`config.mk`:
```
export PLATFORM = sky130hd
export DESIGN_NAME = dp_nan_quieter
export DESIGN_NICKNAME = d
export VERILOG_FILES = /design/src/rtl/dpnq_pkg.sv /design/src/rtl/dpnq_fields.sv /design/src/rtl/dpnq_classify.sv /design/src/rtl/dpnq_quiet.sv /design/src/rtl/dp_nan_quieter.sv
export SDC_FILE = /design/constraint.sdc
export NUM_CORES = 1
export LEC_CHECK = 0
export BUFFER_PORTS_ARGS = -buffer_cell sky130_fd_sc_hd__buf_2
export CORE_MARGIN = 1
export CORE_UTILIZATION = 28
export DETAILED_ROUTE_END_ITERATION = 10
export GPL_TIMING_DRIVEN = 0
export PLACE_DENSITY = 0.86
export SLEW_MARGIN = 20
export SYNTH_ARGS = -nofsm -noshare
export SYNTH_HDL_FRONTEND = slang
export SYNTH_HIERARCHICAL = 1
export SYNTH_SLANG_ARGS = --single-unit
```
`constraint.sdc`:
```
create_clock -name vclk -period 2.5
set_clock_uncertainty 0.05 [all_clocks]
set_input_delay 0.5 -clock vclk [all_inputs]
set_output_delay 0.5 -clock vclk [all_outputs]
set_load 0.01 [all_outputs]
```
`src/rtl/dpnq_pkg.sv`:
```
package dpnq_pkg;
  typedef enum logic [2:0] {
    CLS_ZERO   = 3'd0,
    CLS_DENORM = 3'd1,
    CLS_NORMAL = 3'd2,
    CLS_INF    = 3'd3,
    CLS_QNAN   = 3'd4,
    CLS_SNAN   = 3'd5
  } fp_class_e;
endpackage

```
`src/rtl/dpnq_fields.sv`:
```
module dpnq_fields #(
  parameter int EXP_W  = 11,
  parameter int FRAC_W = 52,
  localparam int W     = EXP_W + FRAC_W + 1
) (
  input  logic [W-1:0] op_i,
  output logic         exp_max_o,
  output logic         exp_zero_o,
  output logic         frac_zero_o,
  output logic         qbit_o
);
  logic [EXP_W-1:0]  exp_f;
  logic [FRAC_W-1:0] frac_f;

  assign exp_f       = op_i[W-2 -: EXP_W];
  assign frac_f      = op_i[FRAC_W-1:0];
  assign exp_max_o   = &exp_f;
  assign exp_zero_o  = ~|exp_f;
  assign frac_zero_o = ~|frac_f;
  assign qbit_o      = frac_f[FRAC_W-1];
endmodule

```
`src/rtl/dpnq_classify.sv`:
```
module dpnq_classify
  import dpnq_pkg::*;
(
  input  logic      exp_max_i,
  input  logic      exp_zero_i,
  input  logic      frac_zero_i,
  input  logic      qbit_i,
  input  logic      nan_new_i,
  output fp_class_e class_o
);
  always_comb begin
    if (exp_zero_i)       class_o = frac_zero_i ? CLS_ZERO : CLS_DENORM;
    else if (!exp_max_i)  class_o = CLS_NORMAL;
    else if (frac_zero_i) class_o = CLS_INF;
    else                  class_o = (qbit_i ^ nan_new_i) ? CLS_SNAN : CLS_QNAN;
  end

  always_comb begin
    AST_CLASS_IN_RANGE: assert (class_o <= CLS_SNAN) else $error("class out of range");
  end
endmodule

```
`src/rtl/dpnq_quiet.sv`:
```
module dpnq_quiet #(
  parameter int EXP_W  = 11,
  parameter int FRAC_W = 52,
  localparam int W     = EXP_W + FRAC_W + 1
) (
  input  logic [W-1:0] op_i,
  input  logic         is_nan_i,
  input  logic         nan_new_i,
  output logic [W-1:0] result_o,
  output logic         invalid_o
);
  // legacy default NaN: +, exponent all ones, fraction 0111..1
  localparam logic [W-1:0] DEF_NAN = {1'b0, {EXP_W{1'b1}}, 1'b0, {(FRAC_W-1){1'b1}}};

  logic sig;
  assign sig       = is_nan_i & (op_i[FRAC_W-1] ^ nan_new_i);
  assign invalid_o = sig;

  always_comb begin
    result_o = op_i;
    if (sig) begin
      if (nan_new_i) result_o[FRAC_W-1] = 1'b1;
      else           result_o = DEF_NAN;
    end
  end

  always_comb begin
    AST_QUIET_BIT: assert (!sig || (result_o[FRAC_W-1] == nan_new_i))
      else $error("quieted result still signalling");
    AST_NEW_KEEPS: assert (!(sig && nan_new_i) ||
                           (result_o[W-1:FRAC_W-1] == {op_i[W-1:FRAC_W], 1'b1} &&
                            result_o[FRAC_W-2:0] == op_i[FRAC_W-2:0]))
      else $error("newer-mode quiet altered payload");
  end
endmodule

```
`src/rtl/dp_nan_quieter.sv`:
```
module dp_nan_quieter
  import dpnq_pkg::*;
#(
  parameter int EXP_W  = 11,
  parameter int FRAC_W = 52,
  localparam int W     = EXP_W + FRAC_W + 1
) (
  input  logic [W-1:0] operand_i,
  input  logic         nan_new_i,
  output logic [2:0]   class_o,
  output logic [W-1:0] result_o,
  output logic         invalid_o
);
  logic      exp_max, exp_zero, frac_zero, qbit;
  fp_class_e cls;

  dpnq_fields #(.EXP_W(EXP_W), .FRAC_W(FRAC_W)) i_fields (
    .op_i(operand_i), .exp_max_o(exp_max), .exp_zero_o(exp_zero),
    .frac_zero_o(frac_zero), .qbit_o(qbit)
  );

  dpnq_classify i_classify (
    .exp_max_i(exp_max), .exp_zero_i(exp_zero), .frac_zero_i(frac_zero),
    .qbit_i(qbit), .nan_new_i(nan_new_i), .class_o(cls)
  );

  dpnq_quiet #(.EXP_W(EXP_W), .FRAC_W(FRAC_W)) i_quiet (
    .op_i(operand_i), .is_nan_i(exp_max & ~frac_zero), .nan_new_i(nan_new_i),
    .result_o(result_o), .invalid_o(invalid_o)
  );

  assign class_o = cls;

  always_comb begin
    AST_FLAG_IFF_SNAN: assert (invalid_o == (cls == CLS_SNAN))
      else $error("flag and class disagree");
    AST_PASS_THROUGH: assert (invalid_o || result_o == operand_i)
      else $error("non-signalling operand altered");
    AST_RESULT_IS_NAN: assert (!invalid_o || (&result_o[W-2 -: EXP_W] && |result_o[FRAC_W-1:0]))
      else $error("quieted result not a NaN");
  end
endmodule

```
==> impl_metrics.csv <==
group,metric,value,unit
finish,fin_nets,320,
global_routing,gr-total-overflow,0,
finish,fillers,151,
timing,timing.hold.ws,1.23,ns
worst_hold_path,min_path_type,"in2out",
worst_setup_path,crit_arrival,2.06,ns
finish,seqCellArea,0,sq um
global_routing,antenna_found_initial,0,
worst_setup_path,start_kind,"primary input",
pwr,p_int,0.000146,W
detailed_routing,vias_per_cell,5.02,
timing,post-route-min-period,2.61,ns
worst_setup_path,critPathTopFamily,"simple AND/OR/NAND/NOR gates",
floorplanning,fp.dieH,52.7,um
detailed_routing,drt_iter0_markers,15,
finish,syn_to_final_growth,184,%
worst_hold_path,hp-start,"operand_i[40]",
worst_setup_path,cp.required,1.95,ns
timing,relSlewSlack,74.7,%
timing,worst-slew-pin-transition,0.376,ns
run_status,violations,"negative setup slack",
synth,synth_cell_types,24,
finish,clkbuf_count,0,
detailed_routing,drt.antenna.violating_nets,0,
global_routing,track_usage,23.5,%
pwr,p_per_area,131,nW/um^2
run_status,outcome,"finished with violations",
detailed_routing,post_drt_wl_per_cell,14.7,um
pwr,irDropWorstVdd,0.118,mV
synth,yosysWarnings,6,
detailed_routing,dr.pass1.iters,4,
finish,nFlopsAndLatches,0,
pwr,comb_power_share,100.0,%
place,dpl.hpwl,2550,um
finish,final_common_cell,"buf_2",
detailed_routing,vias,1420,
floorplanning,die_x,52.7,um
pwr,swShare,45.5,%
worst_setup_path,cp_max_fo,6,
worst_setup_path,critPathCaptureType,"primary output",
worst_setup_path,path_cells,"buf_2 -> nand4_1 -> nor3_2 -> nor2b_4 -> nand3b_4 -> buf_6 -> and2_4 -> buf_6",
worst_setup_path,slowest_stage,"nor2b_4",
synth,synth_area,721,sq um
timing,finalHoldViolCount,0,
pwr,clkPwrFrac,0,%
timing,timing.fmax,383,MHz
finish,fin_util,83.5,%
detailed_routing,routed_wirelength,4160,um
synth,synth-seq-area-share,0,%
pwr,seqPwrFrac,0,%
pwr,p_leak,1.14,nW
floorplanning,core_region_area,2450,sq um
timing,finalMaxSlewViolations,0,
global_routing,grt_pass1_wl,5000,um
pwr,switchingPower,0.000122,W
timing,rsz0062_at_grt,"yes",
place,io_buffers,133,
worst_setup_path,max_stage_delay,0.36,ns
finish,layout_common_cells,"buf_2, nand2b_1, buf_6, nand2b_4, nor4_4",
timing,worst_slack,-0.110,ns
worst_setup_path,path_class,"in2out",
floorplanning,rows,18,
floorplanning,start_util,29.4,%
job,maxCapViolCount,0,
worst_hold_path,hold_depth,3,
global_routing,grt_pass1_vias,1153,
finish,antenna_cells,0,
timing,post-route-period-util,104,%
worst_setup_path,path_buf_inv,3,
worst_hold_path,hold_end,"result_o[40]",
synth,synth_nets,174,
finish,drive_gt1_share,75.5,%
synth,syn_area_per_cell,6.61,sq um
clocking,postCtsHoldBufs,0,
floorplanning,dieArea,2780,sq um
worst_setup_path,cpMostUsedCell,"buf_6",
place,gp_congestion,0.743,
pwr,total_power,0.000268,W
global_routing,grt_start_max_net_pins,11,
floorplanning,io_pins,133,
timing,setup_violations,57,
synth,synth_cells,109,
detailed_routing,drc,0,
[synthesized netlist by cell type, types with 2 or more instances]
library cell  instances  area share, %
buf_2                 5            3.5
nand2_1               2            1.0
nand2b_1             61             53
nand3_1               2            1.4
nand4_1               4            3.5
nor2_1                2            1.0
nor4_1               15             13
nor4_2                2            3.5
[power by group through the flow]
| stage | clock network, W | registers (W) | logic (W) |
|---|---|---|---|
| 6_report | 0 | 0 | 0.000268 |
| 5_1_grt | 0 | 0 | 0.000285 |
| 4_1_cts | 0 | 0 | 0.000219 |
| 3_5_place_dp | 0 | 0 | 0.000194 |
| 3_3_place_gp | 0 | 0 | 0.000191 |
| 2_1_floorplan | 0 | 0 | 0.0000794 |
[logic make-up (layout without fill, tap and decap cells)]
family                    Yosys count  after routing  share of synthesized area [%]
buffers and inverters               8            150                           6.60
and+or+nand+nor                    96             98                           87.0
muxes                               1              1                           1.56
xor gates and xnor gates            2              2                           2.43
AOI/OAI and AO/OA                   2              2                           2.43
[metrics by stage]
stage	cells	setup TNS, ns	cell area [sq um]	worst slack (ns)
after global routing	283	-8.42	2050	-0.189
after CTS	282	-3.62	1730	-0.0863
final	283	-2.51	2050	-0.110
after global placement	272	-29.38	1420	-0.493
after detailed placement	272	-28.93	1420	-0.487
after floorplan	109	0	721	0.0542
[metal layers]
metal	track usage (%)	routed length [um]	share of wire, %	vias to the layer above
met3	3.19	324	7.8	4
met5	0	0	0	-
met1	24.7	1440	35	662
met2	48.7	2360	57	80
li1	-	-	-	674
met4	2.63	34	0.82	0
[worst max-delay path by stage]
stage                  startpoint      endpoint  cells after the start
floorplan            operand_i[1]  result_o[10]                      7
global placement     operand_i[1]  result_o[42]                      9
detailed placement   operand_i[1]  result_o[42]                      9
CTS                 operand_i[36]  result_o[63]                      9
global route        operand_i[57]  result_o[63]                      8
finish              operand_i[57]  result_o[63]                      8
[area by class of cell]
type	count	area, sq um	share of cell area (%)
inverters	1	3.75	0.183
multi-input cells	103	1010	49.2
repair buffers	142	917	44.7
well taps	30	37.5	1.83
plain buffers	7	82.6	4.03
[repair_timing]
action / in CTS / in global routing
pin swaps: 8 / 3
gates resized for setup: 45 / 50
endpoints found under the hold margin: 0 / 0
cloned: 7 / 1
endpoints found under the setup margin: 68 / 68
setup buffers: 3 / 0
Power figures use the tool's default switching activity.
